--- src/rtl/wordalign_pkg.sv ---
package wordalign_pkg;
    localparam int SYM_W  = 10;
    localparam int PAIR_W = 2;
    localparam int PAIRS  = SYM_W / PAIR_W;
    localparam int HIST_W = 2 * SYM_W;
    localparam int OFF_W  = $clog2(SYM_W);
    localparam int N_TOK  = 4;

    typedef logic [SYM_W-1:0] sym_t;

    localparam sym_t CTRL_TOK [N_TOK] = '{10'h354, 10'h0AB, 10'h154, 10'h2AB};

    function automatic logic is_ctrl_tok(input sym_t s);
        logic hit;
        hit = 1'b0;
        for (int i = 0; i < N_TOK; i++) begin
            if (s == CTRL_TOK[i]) hit = 1'b1;
        end
        return hit;
    endfunction

    function automatic logic [OFF_W-1:0] clamp_off(input logic [OFF_W-1:0] o);
        return (o > OFF_W'(SYM_W-1)) ? OFF_W'(SYM_W-1) : o;
    endfunction
endpackage

--- src/rtl/wa_phase.sv ---
module wa_phase
    import wordalign_pkg::*;
(
    input  logic clk,
    input  logic rst_n,
    output logic load_o,
    output logic eval_o,
    output logic valid_o
);
    localparam int PH_W = $clog2(PAIRS);
    localparam logic [PH_W-1:0] PH_LAST = PH_W'(PAIRS-1);

    typedef struct packed {
        logic [PH_W-1:0] ph;
        logic            primed;
        logic            vld;
    } phase_st_t;

    phase_st_t s_q, s_d;

    assign load_o  = (s_q.ph == PH_LAST);
    assign eval_o  = (s_q.ph == '0) && s_q.primed;
    assign valid_o = s_q.vld;

    always_comb begin
        s_d     = s_q;
        s_d.ph  = (s_q.ph == PH_LAST) ? '0 : s_q.ph + 1'b1;
        if (s_q.ph == PH_LAST) s_d.primed = 1'b1;
        s_d.vld = eval_o;
    end

    always_ff @(posedge clk) begin
        if (!rst_n) s_q <= '0;
        else        s_q <= s_d;
    end

    // a word is scored in the cycle right after each boundary
    assert_eval_after_load_R1: assert property (@(posedge clk) disable iff (!rst_n)
        load_o |=> eval_o);
    // valid is a single-cycle pulse
    assert_valid_pulse_R4: assert property (@(posedge clk) disable iff (!rst_n)
        valid_o |=> !valid_o);
endmodule

--- src/rtl/wa_scan.sv ---
module wa_scan #(
    parameter int WIN_W = 16
) (
    input  logic             clk,
    input  logic             rst_n,
    input  logic             start_i,
    input  logic [WIN_W-1:0] len_i,
    input  logic             eval_i,
    output logic             cnt_en_o,
    output logic             clr_o,
    output logic             done_o
);
    localparam logic [WIN_W-1:0] ONE = WIN_W'(1);

    typedef struct packed {
        logic             busy;
        logic             done;
        logic [WIN_W-1:0] left;
    } scan_st_t;

    scan_st_t s_q, s_d;

    always_comb begin
        s_d = s_q;
        if (start_i) begin
            s_d.busy = 1'b1;
            s_d.done = 1'b0;
            s_d.left = (len_i == '0) ? ONE : len_i;
        end else if (s_q.busy && eval_i) begin
            s_d.left = s_q.left - 1'b1;
            if (s_q.left == ONE) begin
                s_d.busy = 1'b0;
                s_d.done = 1'b1;
            end
        end
    end

    assign cnt_en_o = s_q.busy && eval_i && !start_i;
    assign clr_o    = start_i;
    assign done_o   = s_q.done;

    always_ff @(posedge clk) begin
        if (!rst_n) s_q <= '0;
        else        s_q <= s_d;
    end

    // done persists until the next start
    assert_done_hold_R7: assert property (@(posedge clk) disable iff (!rst_n)
        (done_o && !start_i) |=> done_o);
    // a start always opens a window and drops done
    assert_start_opens_R7: assert property (@(posedge clk) disable iff (!rst_n)
        start_i |=> (s_q.busy && !done_o));
    // running and finished never overlap
    assert_busy_done_excl_R7: assert property (@(posedge clk) disable iff (!rst_n)
        !(s_q.busy && s_q.done));
endmodule

--- src/rtl/wa_channel.sv ---
module wa_channel
    import wordalign_pkg::*;
#(
    parameter int CNT_W = 16
) (
    input  logic              clk,
    input  logic              rst_n,
    input  logic [PAIR_W-1:0] pair_i,
    input  logic [OFF_W-1:0]  offset_i,
    input  logic              load_i,
    input  logic              eval_i,
    input  logic              cnt_en_i,
    input  logic              clr_i,
    output sym_t              sym_o,
    output logic [CNT_W-1:0]  count_o
);
    localparam int GATH_W = SYM_W - PAIR_W;
    localparam logic [CNT_W-1:0] CNT_MAX = '1;

    typedef struct packed {
        logic [GATH_W-1:0] gath;
        logic [HIST_W-1:0] hist;
        logic [OFF_W-1:0]  off;
        sym_t              sym;
        logic [CNT_W-1:0]  cnt;
    } chan_st_t;

    chan_st_t         s_q, s_d;
    logic [OFF_W-1:0] off_new;
    logic             off_chg;
    sym_t             word_new;
    sym_t             sel;

    always_comb begin
        off_new  = clamp_off(offset_i);
        off_chg  = load_i && (off_new != s_q.off);
        word_new = {pair_i, s_q.gath};
        sel      = sym_t'(s_q.hist >> s_q.off);

        s_d      = s_q;
        s_d.gath = {pair_i, s_q.gath[GATH_W-1:PAIR_W]};
        if (load_i) begin
            s_d.hist = {word_new, s_q.hist[HIST_W-1:SYM_W]};
            s_d.off  = off_new;
        end
        if (eval_i) s_d.sym = sel;
        if (clr_i || off_chg) begin
            s_d.cnt = '0;
        end else if (cnt_en_i && is_ctrl_tok(sel) && (s_q.cnt != CNT_MAX)) begin
            s_d.cnt = s_q.cnt + 1'b1;
        end
    end

    assign sym_o   = s_q.sym;
    assign count_o = s_q.cnt;

    always_ff @(posedge clk) begin
        if (!rst_n) s_q <= '0;
        else        s_q <= s_d;
    end

    // the latched offset never leaves 0..9
    assert_offset_range_R3: assert property (@(posedge clk) disable iff (!rst_n)
        s_q.off <= OFF_W'(SYM_W-1));
    // whenever the latched offset moves, the count is zero
    assert_offset_clear_R9: assert property (@(posedge clk) disable iff (!rst_n)
        !$stable(s_q.off) |-> (count_o == '0));
    // a start empties the count
    assert_start_clear_R7: assert property (@(posedge clk) disable iff (!rst_n)
        clr_i |=> (count_o == '0));
    // a full count never wraps into a small nonzero value
    assert_no_wrap_R10: assert property (@(posedge clk) disable iff (!rst_n)
        (count_o == CNT_MAX) |=> ((count_o == CNT_MAX) || (count_o == '0)));
    // the symbol only moves on a scoring cycle
    assert_sym_hold_R4: assert property (@(posedge clk) disable iff (!rst_n)
        !eval_i |=> $stable(sym_o));
endmodule

--- src/rtl/serial_word_aligner.sv ---
module serial_word_aligner
    import wordalign_pkg::*;
#(
    parameter int NUM_CH = 3,
    parameter int CNT_W  = 16,
    parameter int WIN_W  = 16
) (
    input  logic                      clk,
    input  logic                      rst_n,
    input  logic [NUM_CH*PAIR_W-1:0]  pair_i,
    input  logic [NUM_CH*OFF_W-1:0]   offset_i,
    input  logic                      scan_start_i,
    input  logic [WIN_W-1:0]          scan_len_i,
    output logic [NUM_CH*SYM_W-1:0]   word_o,
    output logic                      word_valid_o,
    output logic [NUM_CH*CNT_W-1:0]   tok_count_o,
    output logic                      scan_done_o
);
    logic load;
    logic eval;
    logic cnt_en;
    logic clr;

    wa_phase u_phase (
        .clk     (clk),
        .rst_n   (rst_n),
        .load_o  (load),
        .eval_o  (eval),
        .valid_o (word_valid_o)
    );

    wa_scan #(.WIN_W(WIN_W)) u_scan (
        .clk      (clk),
        .rst_n    (rst_n),
        .start_i  (scan_start_i),
        .len_i    (scan_len_i),
        .eval_i   (eval),
        .cnt_en_o (cnt_en),
        .clr_o    (clr),
        .done_o   (scan_done_o)
    );

    for (genvar g = 0; g < NUM_CH; g++) begin : g_ch
        wa_channel #(.CNT_W(CNT_W)) u_ch (
            .clk      (clk),
            .rst_n    (rst_n),
            .pair_i   (pair_i[g*PAIR_W +: PAIR_W]),
            .offset_i (offset_i[g*OFF_W +: OFF_W]),
            .load_i   (load),
            .eval_i   (eval),
            .cnt_en_i (cnt_en),
            .clr_i    (clr),
            .sym_o    (word_o[g*SYM_W +: SYM_W]),
            .count_o  (tok_count_o[g*CNT_W +: CNT_W])
        );
    end

    // the wide word moves only together with the valid pulse
    assert_word_with_valid_R4: assert property (@(posedge clk) disable iff (!rst_n)
        !$stable(word_o) |-> word_valid_o);
endmodule

--- config.mk ---
export PLATFORM = sky130hd
export DESIGN_NAME = serial_word_aligner
export DESIGN_NICKNAME = d
export VERILOG_FILES = /design/src/rtl/wordalign_pkg.sv /design/src/rtl/wa_phase.sv /design/src/rtl/wa_scan.sv /design/src/rtl/wa_channel.sv /design/src/rtl/serial_word_aligner.sv
export SDC_FILE = /design/constraint.sdc
export NUM_CORES = 1
export LEC_CHECK = 0
export BUFFER_PORTS_ARGS = -buffer_cell sky130_fd_sc_hd__buf_2
export CELL_PAD_IN_SITES_DETAIL_PLACEMENT = 0
export CELL_PAD_IN_SITES_GLOBAL_PLACEMENT = 1
export CORE_MARGIN = 1
export CORE_UTILIZATION = 40
export CTS_CLUSTER_DIAMETER = 50
export DETAILED_ROUTE_END_ITERATION = 6
export GPL_TIMING_DRIVEN = 1
export PLACE_DENSITY = 0.69
export SLEW_MARGIN = 15
export SYNTH_ARGS = -nofsm -noshare
export SYNTH_HDL_FRONTEND = slang
export SYNTH_SLANG_ARGS = --single-unit
--- constraint.sdc ---
create_clock -name clk -period 3.7 [get_ports clk]
set_clock_uncertainty 0.2 [all_clocks]
set_input_delay 0.37 -clock clk [delete_from_list [all_inputs] [get_ports clk]]
set_output_delay 0.37 -clock clk [all_outputs]
set_load 0.05 [all_outputs]
==> Word-level counts from Yosys, hierarchy flattened <==
Cells that the tools add are included.
{ "totals": {"reg_bits": 197, "latchBits": 0, "mem_bits_rw": 0, "mem_bits_ro": 0, "in_bits": 37, "out_inout_bits": 80, "n_memories": 0} }
{ "op_classes": {"addsub": 5, "mul": 0, "div_mod_pow": 0, "n_lt_le_gt_ge": 3, "n_eq_ne": 20, "shifts": 3, "n_mux": 22, "n_bitwise": 1, "n_reduce_logical": 27} }
{ "op_table": {"columns": ["operator", "n"], "rows": [
  ["$eq A10 B10 Y1 const B", 6],
  ["$shr A20 B4 Y10", 3],
  ["$add A16 B1 Y16 const B", 3],
  ["$ne A16 B16 Y1 const B", 3],
  ["$mux W18", 2],
  ["$eq A10 B8 Y1 const B", 3],
  ["$eq A10 B9 Y1 const B", 3],
  ["$eq A16 B1 Y1 const B", 1],
  ["$logic_not A16 Y1", 1],
  ["$mux W16", 1],
  ["$sub A16 B1 Y16 const B", 1],
  ["$mux W1", 15],
  ["$gt A4 B4 Y1 const B", 3],
  ["$logic_and A1 B1 Y1", 12],
  ["$mux W4", 3],
  ["$ne A4 B4 Y1", 3],
  ["$reduce_or A2 Y1", 5],
  ["$reduce_and A2 Y1", 2],
  ["$reduce_bool A2 Y1", 2],
  ["$add A3 B1 Y3 const B", 1],
  ["$eq A3 B3 Y1 const B", 1],
  ["$logic_not A3 Y1", 1],
  ["$logic_or A1 B1 Y1", 3],
  ["$mux W2", 1],
  ["2 further kinds", 2]
]} }

==> Longest topological paths before layout <==
{ "logic_depth": {"depth_word": 9, "depth_mapped": 13, "depth_no_buf": 10} }

==> By module <==
A second synthesis with hierarchy kept.
{ "hier_totals": {"cells_unflattened": 1159, "area_unflattened_um2": 11429.7} }
{ "by_module_without_submodules": {"columns": ["mod", "instances", "cells_per_inst", "area_each_um2"], "rows": [
  ["wa_channel", 3, 341, 3417.0],
  ["wa_scan", 1, 117, 982.2],
  ["wa_phase", 1, 19, 196.4]
]} }

==> Worst setup path after synthesis <==
OpenSTA, ideal clock, no wires.
{ "synth_path": {"kind": "register -> register", "from": "register g_ch[2].u_ch.s_q[26] (netlist bit)", "to": "register g_ch[2].u_ch.s_q (netlist bit g_ch[2].u_ch.count_o[7])", "t_arrival_ns": 2.810, "slack_ns": 0.620, "path_stages_with_launch": 12, "path_cell_list": "dfxtp_1 > buf_6 > buf_6 > mux2_2 > a221oi_1 > a21oi_1 > or4_4 > nor4_4 > nor2_2 > buf_6 > or3_1 > a21oi_1"} }
{ "synth_via": {"elab_chain_len": 9, "word_cells_on_any_way": 16, "cone_classes": "eq/ne (5); shift (1); mux (5); reduce/logical (5)"} }
{ "synth_lines": {"columns": ["item", "line", "rtl"], "rows": [
  ["start, declared", "wa_channel.sv:28", "chan_st_t s_q, s_d;"],
  ["$shr A20 B4 Y10", "wa_channel.sv:38", "sel = sym_t'(s_q.hist >> s_q.off);"],
  ["$eq A10 B10 Y1", "wordalign_pkg.sv:17", "if (s == CTRL_TOK[i]) hit = 1'b1;"],
  ["$mux W1 (4 in a row)", "wordalign_pkg.sv:17", null],
  ["$mux W1", "wa_channel.sv:47", "if (clr_i || off_chg) begin"],
  ["$logic_and A1 B1 Y1 (2 in a row)", "wa_channel.sv:49", "end else if (cnt_en_i && is_ctrl_tok(sel) && (s_q.cnt != CNT_MAX)) begin"]
]} }
Parallel ways exist; a longest one is shown, timed or not. The select of a mux whose other input is x is not followed.
A chain may end at the register's enable or synchronous reset.

==> Final worst setup path <==
{ "layout_path": {"from": "register g_ch[2].u_ch.s_q[26] (netlist bit)", "to": "register g_ch[2].u_ch.s_q (netlist bit g_ch[2].u_ch.count_o[6])"} }
Same word-level chain as after synthesis.

==> impl_metrics.env <==
export IMPL_status="completed"
export IMPL_synth_top_area_cell="dfxtp_1"
export IMPL_first_pass_iters=5
export IMPL_crit_top_cell="a21oi_1"
export IMPL_synth_most_common_cell="nand2_1"
export IMPL_power_density_nw_per_um2=336
export IMPL_switching_power_mw=1.08
export IMPL_max_stage_delay_ns=0.55
export IMPL_avgSynthCellArea_um2=8.73
export IMPL_rsz0062_at_grt="no"
export IMPL_cts_inserted_buffers=17
export IMPL_switching_share_pct=25.1
export IMPL_hpwlAfterDp_mm=20.3
export IMPL_numClockSinks=197
export IMPL_finalInstanceArea_um2=12900
export IMPL_fp_dieH_um=174
export IMPL_cp_data_required_time_ns=3.87
export IMPL_whs_ns=0.0268
export IMPL_p_leak_nw=4.47
export IMPL_peakVddDrop_mv=0.285
export IMPL_intPower_mw=3.23
export IMPL_syn2layout_area_growth_pct=9.21
export IMPL_tns_ns=0
export IMPL_max_slew_margin_pct=42.8
export IMPL_final_nets=1406
export IMPL_worstPathCellList="buf_12, mux4_2, a221oi_1, a21oi_1, or4_4, nor4_4, nor2_2, or4_1, a21oi_1"
export IMPL_grt_overflow=0
export IMPL_ys_types=70
export IMPL_drt_initial_drc_count=774
export IMPL_fin_crit_ns=3.47
export IMPL_routedWlPerCell_um=16.5
export IMPL_tightest_slew_ns=0.858
export IMPL_avgViaCountPerCell=5.49
export IMPL_cp_arrival_ns=3.64
export IMPL_die_area_um2=30100
export IMPL_synthTopCellsByArea="dfxtp_1 33%, mux4_2 12%, nand2_1 7.1%, buf_4 5.3%, a21boi_0 4.1%"
export IMPL_grt_util_all_layers_pct=19.5
export IMPL_pwr_share_clk_pct=43.4
export IMPL_setup_viol=0
export IMPL_htree_num_levels=4
export IMPL_synth_seq_cells=197
export IMPL_ios=117
export IMPL_finalHoldViolCount=0
export IMPL_synth_area_um2=11800
export IMPL_slew_viol_final=0
export IMPL_pwr_share_seq_pct=50.4
export IMPL_grt_pass1_wl_mm=48.0
export IMPL_start_util_pct=40.8
export IMPL_synth_ff_type="dfxtp_1"
export IMPL_wl_mm=29.1
export IMPL_antenna_left=0
export IMPL_crit_type="flip-flop to flip-flop"
export IMPL_clockBufferDepth=2
export IMPL_syn_nets=1394
export IMPL_clkLatencyLatePin_ns=0.44
export IMPL_grt_max_degree=98
export IMPL_end_kind="flip-flop"
export IMPL_drc_errors=0
export IMPL_seq_area_frac_synth_pct=33.5
export IMPL_post_cts_buffers=0
export IMPL_synth_edff_count=0
export IMPL_fin_crit_sh_pct=93.8
export IMPL_fp_row_count=62
export IMPL_slowest_stage="or4_4"
export IMPL_finalCoreUtilization_pct=44.6
export IMPL_start_kind="flip-flop"
export IMPL_syn_inst=1350
export IMPL_drive_gt1_share_pct=19.8
export IMPL_vias=9656
export IMPL_cts_root_buf="clkbuf_16"
export IMPL_gp_congestion=0.864
export IMPL_synth_top_area_share_pct=33.5
export IMPL_fmax_ghz=0.288
export IMPL_comb_power_share_pct=6.2
export IMPL_synthArstFlopShare_pct=0
export IMPL_first_global_vias=8926
export IMPL_drv_cap=0
export IMPL_yosysWarnings=0
export IMPL_cts_tree="yes"
export IMPL_path_max_fanout=26
export IMPL_ys_top_cells_by_count="223 x nand2_1, 197 x dfxtp_1, 83 x buf_4"
export IMPL_die_w_um=174
export IMPL_core_area_um2=28900
export IMPL_num_antenna_cells=0
export IMPL_hp_class="primary input to flip-flop"
export IMPL_clkTransAtPathRegs_ns=0.09
export IMPL_place_area_um2=12200
export IMPL_antenna_found_initial=0
export IMPL_portBuffers=116
==> worst max-delay path: cells and delay by family, from the launching register on <==
kind                   cells  cell delay, ns
AO/OA/AOI/OAI              3            0.53
multiplexers               1            0.54
flip-flops                 1            0.38
AND/OR/NAND/NOR            4            1.53
buffers and inverters      1            0.21
==> worst paths after layout <==
| check | depth (start not counted) | startpoint | end | slack [ns] |
|---|---|---|---|---|
| worst max register to register | 9 | g_ch[2].u_ch.s_q[26] | g_ch[2].u_ch.count_o[6] | 0.23 |
| worst min-delay path | 3 | offset_i[11] | g_ch[2].u_ch.s_q[29] | 0.03 |
| worst min register to register | 2 | g_ch[1].u_ch.s_q[50] | g_ch[1].u_ch.s_q[40] | 0.25 |
| worst max-delay path | 9 | g_ch[2].u_ch.s_q[26] | g_ch[2].u_ch.count_o[6] | 0.23 |
==> final cells by class <==
cell class | count | area (um2)
fill | 2973 | 16000
multi-input combinational | 965 | 6780
sequential | 197 | 3940
timing repair buffer | 163 | 1010
tap | 384 | 480
clock buffer | 19 | 443
clock inverter | 13 | 140
inverter | 18 | 67.6
==> logic make-up after synthesis <==
group | after synthesis | share of synthesized area (%)
adders and majority gates | 7 | 0.744
and+or+nand+nor | 541 | 22.9
xor gates and xnor gates | 23 | 1.71
DFF | 197 | 33.5
AOI/OAI and AO/OA | 287 | 16.0
buffers and inverters | 188 | 9.10
muxes | 107 | 16.1
==> flip-flops by register name, indices dropped and copies added, names as in the netlist <==
| name | flops |
|---|---|
| g_ch.u_ch.count_o | 48 |
| u_scan.done_o | 1 |
| g_ch.u_ch.s_q | 78 |
| u_scan.s_q | 17 |
| u_phase.valid_o | 1 |
| u_phase.s_q | 4 |
| g_ch.u_ch.s_d | 18 |
| g_ch.u_ch.sym_o | 30 |
==> power by group through the flow <==
stage               sequential (mW)  combinational (mW)  clock [mW]
floorplan                      2.22               0.188           0
global placement               2.23               0.261           0
finish                         2.18               0.268        1.87
CTS                            2.18               0.272        1.92
detailed placement             2.23               0.263           0
global route                   2.18               0.298        2.02
==> routing by layer <==
layer | vias to the layer above | wire, um | track usage [%] | share of wire (%)
li1 | 4807 | - | - | -
met1 | 4626 | 15000 | 29.1 | 52
met2 | 206 | 12500 | 28.9 | 43
met3 | 17 | 1180 | 3.09 | 4.1
met4 | 0 | 331 | 5.04 | 1.1
met5 | - | 0 | 0 | 0
==> what timing repair did <==
action                                  4_1_cts  5_1_grt
hold endpoints to repair                     15        0
endpoints found under the setup margin        0        4
gates resized for setup                       0        1
hold buffers                                 10        0
==> metrics by stage <==
step | setup slack, ns | std cells | total power [mW]
3_5_place_dp | 0.192 | 1717 | 2.49
5_1_grt | 0.00600 | 1759 | 4.50
2_1_floorplan | 0.620 | 1350 | 2.40
3_3_place_gp | 0.319 | 1717 | 2.49
6_report | 0.228 | 1759 | 4.32
4_1_cts | 0.148 | 1759 | 4.37
==> layout by cell type, fill, tap and decap left out, types with 5 or more instances in the layout <==
master         instances
nor3b_1               14
o21ai_0               50
o21a_1                 6
nor3_1                21
o31ai_1               13
nand3b_1               6
ha_1                   7
xnor2_1               12
nand2b_1              15
buf_2                115
nor4_1                13
a22oi_1               14
nand2_1              222
or4_1                 15
nand4_1               11
inv_1                 17
nand3_1               32
nor2_1                65
a31oi_1                8
nor2b_1               25
xor2_1                11
a21boi_0              64
a211oi_1               8
or3_1                 28
mux4_2                62
and2_1                41
o211a_1                9
a21oi_1               76
mux2i_1               29
and3_1                12
mux2_2                14
o211ai_1               5
dlygate4sd3_1         10
clkbuf_16             17
buf_4                 34
dfxtp_1              197
(Power assumes the default switching activity.)
